--- config.mk ---
export PLATFORM = sky130hd
export DESIGN_NAME = legacy_io_port
export DESIGN_NICKNAME = d
export VERILOG_FILES = /design/src/rtl/legacy_io_pkg.sv /design/src/rtl/io_port_decode.sv /design/src/rtl/io_read_mux.sv /design/src/rtl/io_out_regs.sv /design/src/rtl/legacy_io_port.sv
export SDC_FILE = /design/constraint.sdc
export NUM_CORES = 1
export LEC_CHECK = 0
export BUFFER_PORTS_ARGS = -buffer_cell sky130_fd_sc_hd__buf_2
export CAP_MARGIN = 20
export CORE_AREA = 4 4 41 43
export DETAILED_ROUTE_END_ITERATION = 6
export DIE_AREA = 0 0 45 47
export SYNTH_ARGS = -nofsm -noshare
export SYNTH_HDL_FRONTEND = slang
export SYNTH_SLANG_ARGS = --single-unit
--- constraint.sdc ---
create_clock -name clk -period 1 [get_ports clk]
set_input_delay 0 -clock clk [delete_from_list [all_inputs] [get_ports clk]]
set_output_delay 0 -clock clk [all_outputs]
set_load 0.03 [all_outputs]
--- src/rtl/legacy_io_pkg.sv ---
package legacy_io_pkg;
  localparam int ADDR_W_DEF  = 16;
  localparam int DATA_W_DEF  = 8;
  localparam int COL_W_DEF   = 5;
  localparam int MIC_BIT_DEF = 3;
  localparam int EAR_BIT_DEF = 5;

  // Kind of access seen on the bus in one cycle
  typedef enum logic [1:0] {
    ACC_NONE  = 2'b00,
    ACC_READ  = 2'b01,
    ACC_WRITE = 2'b10,
    ACC_BOTH  = 2'b11
  } acc_kind_e;
endpackage

--- src/rtl/io_port_decode.sv ---
module io_port_decode
  import legacy_io_pkg::*;
#(
  parameter int ADDR_W = ADDR_W_DEF,
  parameter int ROW_W  = ADDR_W / 2
) (
  input  logic [ADDR_W-1:0] addr,
  input  logic              rd,
  input  logic              wr,
  output logic              rd_hit,
  output logic              wr_hit,
  output acc_kind_e         kind,
  output logic [ROW_W-1:0]  rows_n
);
  localparam int ROW_LSB = ADDR_W - ROW_W;

  logic sel;

  // Only the lowest address bit takes part in the decode
  assign sel    = ~addr[0];
  assign rd_hit = sel & rd;
  assign wr_hit = sel & wr;
  assign kind   = acc_kind_e'({wr_hit, rd_hit});

  // Rows are driven only during a selected read; idle level is all ones
  always_comb begin
    rows_n = '1;
    if (rd_hit) rows_n = addr[ADDR_W-1:ROW_LSB];
  end
endmodule

--- src/rtl/io_read_mux.sv ---
module io_read_mux
  import legacy_io_pkg::*;
#(
  parameter int DATA_W  = DATA_W_DEF,
  parameter int COL_W   = COL_W_DEF,
  parameter int EAR_BIT = EAR_BIT_DEF
) (
  input  logic              rd_hit,
  input  logic [COL_W-1:0]  cols_n,
  input  logic              ear,
  output logic [DATA_W-1:0] data,
  output logic              valid
);
  logic [DATA_W-1:0] word;

  // Unused bits read as 1; columns and tape level go to their fixed positions
  always_comb begin
    for (int b = 0; b < DATA_W; b++) begin
      if (b < COL_W)         word[b] = cols_n[b];
      else if (b == EAR_BIT) word[b] = ear;
      else                   word[b] = 1'b1;
    end
  end

  assign valid = rd_hit;
  assign data  = rd_hit ? word : '1;
endmodule

--- src/rtl/io_out_regs.sv ---
module io_out_regs
  import legacy_io_pkg::*;
#(
  parameter int DATA_W  = DATA_W_DEF,
  parameter int MIC_BIT = MIC_BIT_DEF
) (
  input  logic              clk,
  input  logic              rst,
  input  acc_kind_e         kind,
  input  logic [DATA_W-1:0] wdata,
  output logic              mic_q,
  output logic              spk_q
);
  always_ff @(posedge clk) begin
    if (rst) begin
      mic_q <= 1'b0;
      spk_q <= 1'b0;
    end else begin
      unique case (kind)
        ACC_WRITE, ACC_BOTH: begin
          // A write sets the speaker, and wins over a read in the same cycle
          spk_q <= 1'b1;
          mic_q <= wdata[MIC_BIT];
        end
        ACC_READ: spk_q <= 1'b0;
        default: ;
      endcase
    end
  end
endmodule

--- src/rtl/legacy_io_port.sv ---
module legacy_io_port
  import legacy_io_pkg::*;
#(
  parameter int ADDR_W  = ADDR_W_DEF,
  parameter int DATA_W  = DATA_W_DEF,
  parameter int COL_W   = COL_W_DEF,
  parameter int MIC_BIT = MIC_BIT_DEF,
  parameter int EAR_BIT = EAR_BIT_DEF
) (
  input  logic              clk,
  input  logic              rst,
  input  logic [15:0]       bus_addr,
  input  logic [7:0]        bus_wdata,
  input  logic              io_rd,
  input  logic              io_wr,
  input  logic [4:0]        key_cols_n,
  input  logic              tape_in,
  output logic [7:0]        rd_data,
  output logic              rd_valid,
  output logic [7:0]        key_rows_n,
  output logic              tape_out,
  output logic              spkr
);
  localparam int ROW_W = ADDR_W / 2;

  logic      rd_hit;
  logic      wr_hit;
  acc_kind_e kind;

  io_port_decode #(.ADDR_W(ADDR_W), .ROW_W(ROW_W)) u_dec (
    .addr   (bus_addr),
    .rd     (io_rd),
    .wr     (io_wr),
    .rd_hit (rd_hit),
    .wr_hit (wr_hit),
    .kind   (kind),
    .rows_n (key_rows_n)
  );

  io_read_mux #(.DATA_W(DATA_W), .COL_W(COL_W), .EAR_BIT(EAR_BIT)) u_mux (
    .rd_hit (rd_hit),
    .cols_n (key_cols_n),
    .ear    (tape_in),
    .data   (rd_data),
    .valid  (rd_valid)
  );

  io_out_regs #(.DATA_W(DATA_W), .MIC_BIT(MIC_BIT)) u_regs (
    .clk   (clk),
    .rst   (rst),
    .kind  (kind),
    .wdata (bus_wdata),
    .mic_q (tape_out),
    .spk_q (spkr)
  );
endmodule

==> key figures <==
STA
  – Maximum clock frequency: between 1 and 1.5 GHz
  – Final setup violation count: 0
  – Setup TNS: 0 ns
  – Final worst-path cycle share: 0.744
  – Min Tclk post-route: roughly 0.74 ns
  – Final number of hold-violating endpoints: 0
  – Pins over their slew limit: 0
  – Unrepaired setup endpoints after global routing: no
  – Worst clock skew: 0 ns

Clocking
  – Clk Tree Root Cell: sky130_fd_sc_hd__clkbuf_4
  – CTS tree: built
  – Number of post-CTS setup repair buffers: 0
  – CTS max path bufs: 2
  – Number of buffers added to fix hold violations after cts: 0
  – Skew-Pair Late Insertion Delay: roughly 0.22 ns
  – Number of sinks handled by clock tree synthesis: 2
  – Cts bufs inserted: 3
  – Clock slew seen by the registers of the worst setup and hold paths: about 0.030 ns
  – Depth of the CTS H-tree: 1
  – Number of gates given a new drive strength after cts: 0

Setup path
  – Cell with the largest stage delay on the worst path: sky130_fd_sc_hd__dfxtp_1
  – Highest net fanout along the worst path: 2
  – Startpoint Class: flop
  – Critical Path End Type: output pin
  – Category of the critical setup timing path: reg -> out
  – Worst-path cell chain: buf_2
  – Buffering stage count on the worst path with inverters included: 1
  – Top Family by Delay on Critical Path: flip-flops
  – Crit path required time: 1.00 ns
  – Critical path arrival: 0.74 ns
  – Delay contributed by the slowest stage of the critical path: between 0.3 and 0.4 ns

Drt
  – Detailed Route WL: ~800 um
  – Post-detailed-route count of antenna-violating nets: 0
  – Number of DRC violations after detailed routing: 0
  – Number of violations reported at the end of detailed-routing iteration 0: 3
  – Number of optimization iterations in the first detailed-route pass: 2
  – Via count normalized by instance count: around 4.1
  – Via total after detailed routing: between 300 and 400
  – Average wire per cell in the routed design: roughly 10 um

Flow run
  – Max-capacitance violation count: 0

Synthesis
  – Gate Count Post-Synth: 27
  – Post-synthesis sequential element count: 2
  – Async set-reset flop share out of synthesis: 0
  – Area share of the leading cell type in the synthesized netlist: 0.465
  – Most used standard cells in the synthesized netlist: 16 x sky130_fd_sc_hd__nand2b_1, 2 x sky130_fd_sc_hd__buf_4, 2 x sky130_fd_sc_hd__dfxtp_1
  – Count of different cell masters after synthesis: 10
  – Top post-synthesis cells by area: sky130_fd_sc_hd__nand2b_1 47%, sky130_fd_sc_hd__dfxtp_1 19%, sky130_fd_sc_hd__buf_4 7.0%
  – Share of the yosys chip area belonging to registers: 0.186
  – Number of flops mapped to enable cells by yosys: 0
  – Post-synthesis instance area: between 200 and 250 sq um
  – Cell type contributing the most total cell area after synthesis: sky130_fd_sc_hd__nand2b_1
  – Post-Synthesis Mean Instance Area: between 7 and 8 sq um
  – Synth Flop Type: sky130_fd_sc_hd__dfxtp_1
  – Number of warnings reported in the yosys synthesis log: 0
  – Most instantiated library cell after synthesis: sky130_fd_sc_hd__nand2b_1

Cells and area
  – Proportion of layout cells with a drive suffix above 1: 0.625
  – Sequential cell area in the final layout: ~40 sq um
  – Post-route cell area: 414 sq um
  – Final-stage net count: 100
  – Area growth, synth to finish: 92.4%
  – # fillers: ~150
  – Post-Route Utilization: 0.318
  – Number of diodes added for antenna fixing: 0
  – Multi-input logic area: ~150 sq um

Global routing
  – Wire length of the first global-routing pass: 1.05 mm
  – Overflow left after global routing: 0
  – Global-route usage over all layers: 0.0749
  – Pin count of the biggest net entering global routing: 17
  – Initial antenna violation count: 0
  – Number of global-route vias before repair: around 280

Placed design
  – Placer's final routability congestion estimate: 0.592
  – Count of input and output buffers: 36
  – Area of placed instances: around 400 sq um
  – Detailed-placement wirelength estimate: a little under 700 um

Floorplan
  – Number of rows created at floorplan: 13
  – Chip width: about 45 um
  – Die Area: roughly 0.0021 sq mm
  – Boundary Pins: 53
  – Effective utilization at floorplan: 0.165
  – Floorplan core area: 0.00130 sq mm
  – Die height: 47 um

Pwr
  – Overall power consumption: 0.440 mW
  – Maximum VDD drop: between 0.5 and 0.6 mV
  – Relative contribution of the clock network to total power: 0.407
  – Share of power burned in combinational logic: 0.393
  – Sw power: 0.155 mW
  – Static Leakage: between 0.2 and 0.25 nW
  – Power per Cell Area: 1060 mW/mm^2
  – Switching share of total power: 0.353
  – Register share of total power: 0.199
  – Internal portion of total power: ~0.28 mW

Worst hold path
  – Worst min-delay path category: in -> reg

Status
  – Outcome: completed
flip-flops by register name, summed over array words and instances (netlist names):
name          cells
u_regs.mic_q      1
u_regs.spk_q      1
layout make-up:
cell class                 count  area share
clock buffer                   3      0.0544
multi-input combinational     22       0.360
inverter                       1     0.00906
sequential                     2      0.0967
timing repair buffer          36       0.435
tap                           15      0.0453
logic make-up (layout without fill, tap and decap cells):
kind of cell           Yosys count  count (layout)  synth area share
and+or+nand+nor                 18              18             0.587
buffers and inverters            4              40             0.139
AOI/OAI and AO/OA                2               2            0.0698
DFF                              2               2             0.186
other                            1               2            0.0174
layout by cell type, fill, tap and decap left out, drive strengths merged:
cell / Yosys / layout
a31o: 1 / 1
and4bb: 1 / 1
buf: 3 / 36
clkbuf: 0 / 3
conb: 1 / 2
dfxtp: 2 / 2
inv: 1 / 1
nand2b: 16 / 16
nor2b: 1 / 1
o22ai: 1 / 1
final timing paths:
check / start / end / slack (ns) / cells past startpoint
worst max register to register: u_regs.mic_q / u_regs.mic_q / 0.42 / 1
worst max-delay path: u_regs.spk_q / spkr / 0.26 / 1
worst min register to register: u_regs.spk_q / u_regs.spk_q / 0.49 / 2
worst min-delay path: rst / u_regs.spk_q / 0.01 / 2
stage by stage:
step | std cells | setup slack, ns | hold WS, ns
after floorplan | 28 | 0.255 | 0.114
after global placement | 76 | 0.303 | 0.243
after detailed placement | 76 | 0.270 | 0.245
after CTS | 79 | 0.233 | 0.00609
after global routing | 79 | 0.218 | 0.0299
final | 79 | 0.256 | 0.0122
power groups by stage:
| stage | Sequential [mW] | Clock (mW) | Combinational [mW] |
|---|---|---|---|
| final | 0.0877 | 0.179 | 0.173 |
| after global routing | 0.0881 | 0.194 | 0.186 |
| after CTS | 0.0881 | 0.191 | 0.175 |
| after detailed placement | 0.0891 | 0 | 0.175 |
| after global placement | 0.0884 | 0 | 0.174 |
| after floorplan | 0.0981 | 0 | 0.108 |
per-layer routing:
metal,up-vias,routed length [um],global-route usage
met5,-,0,0
met1,132,246,0.0588
li1,154,-,-
met4,0,12,0.105
met3,2,172,0.0153
met2,32,371,0.133
No activity file was read; power rests on OpenSTA's default activity.
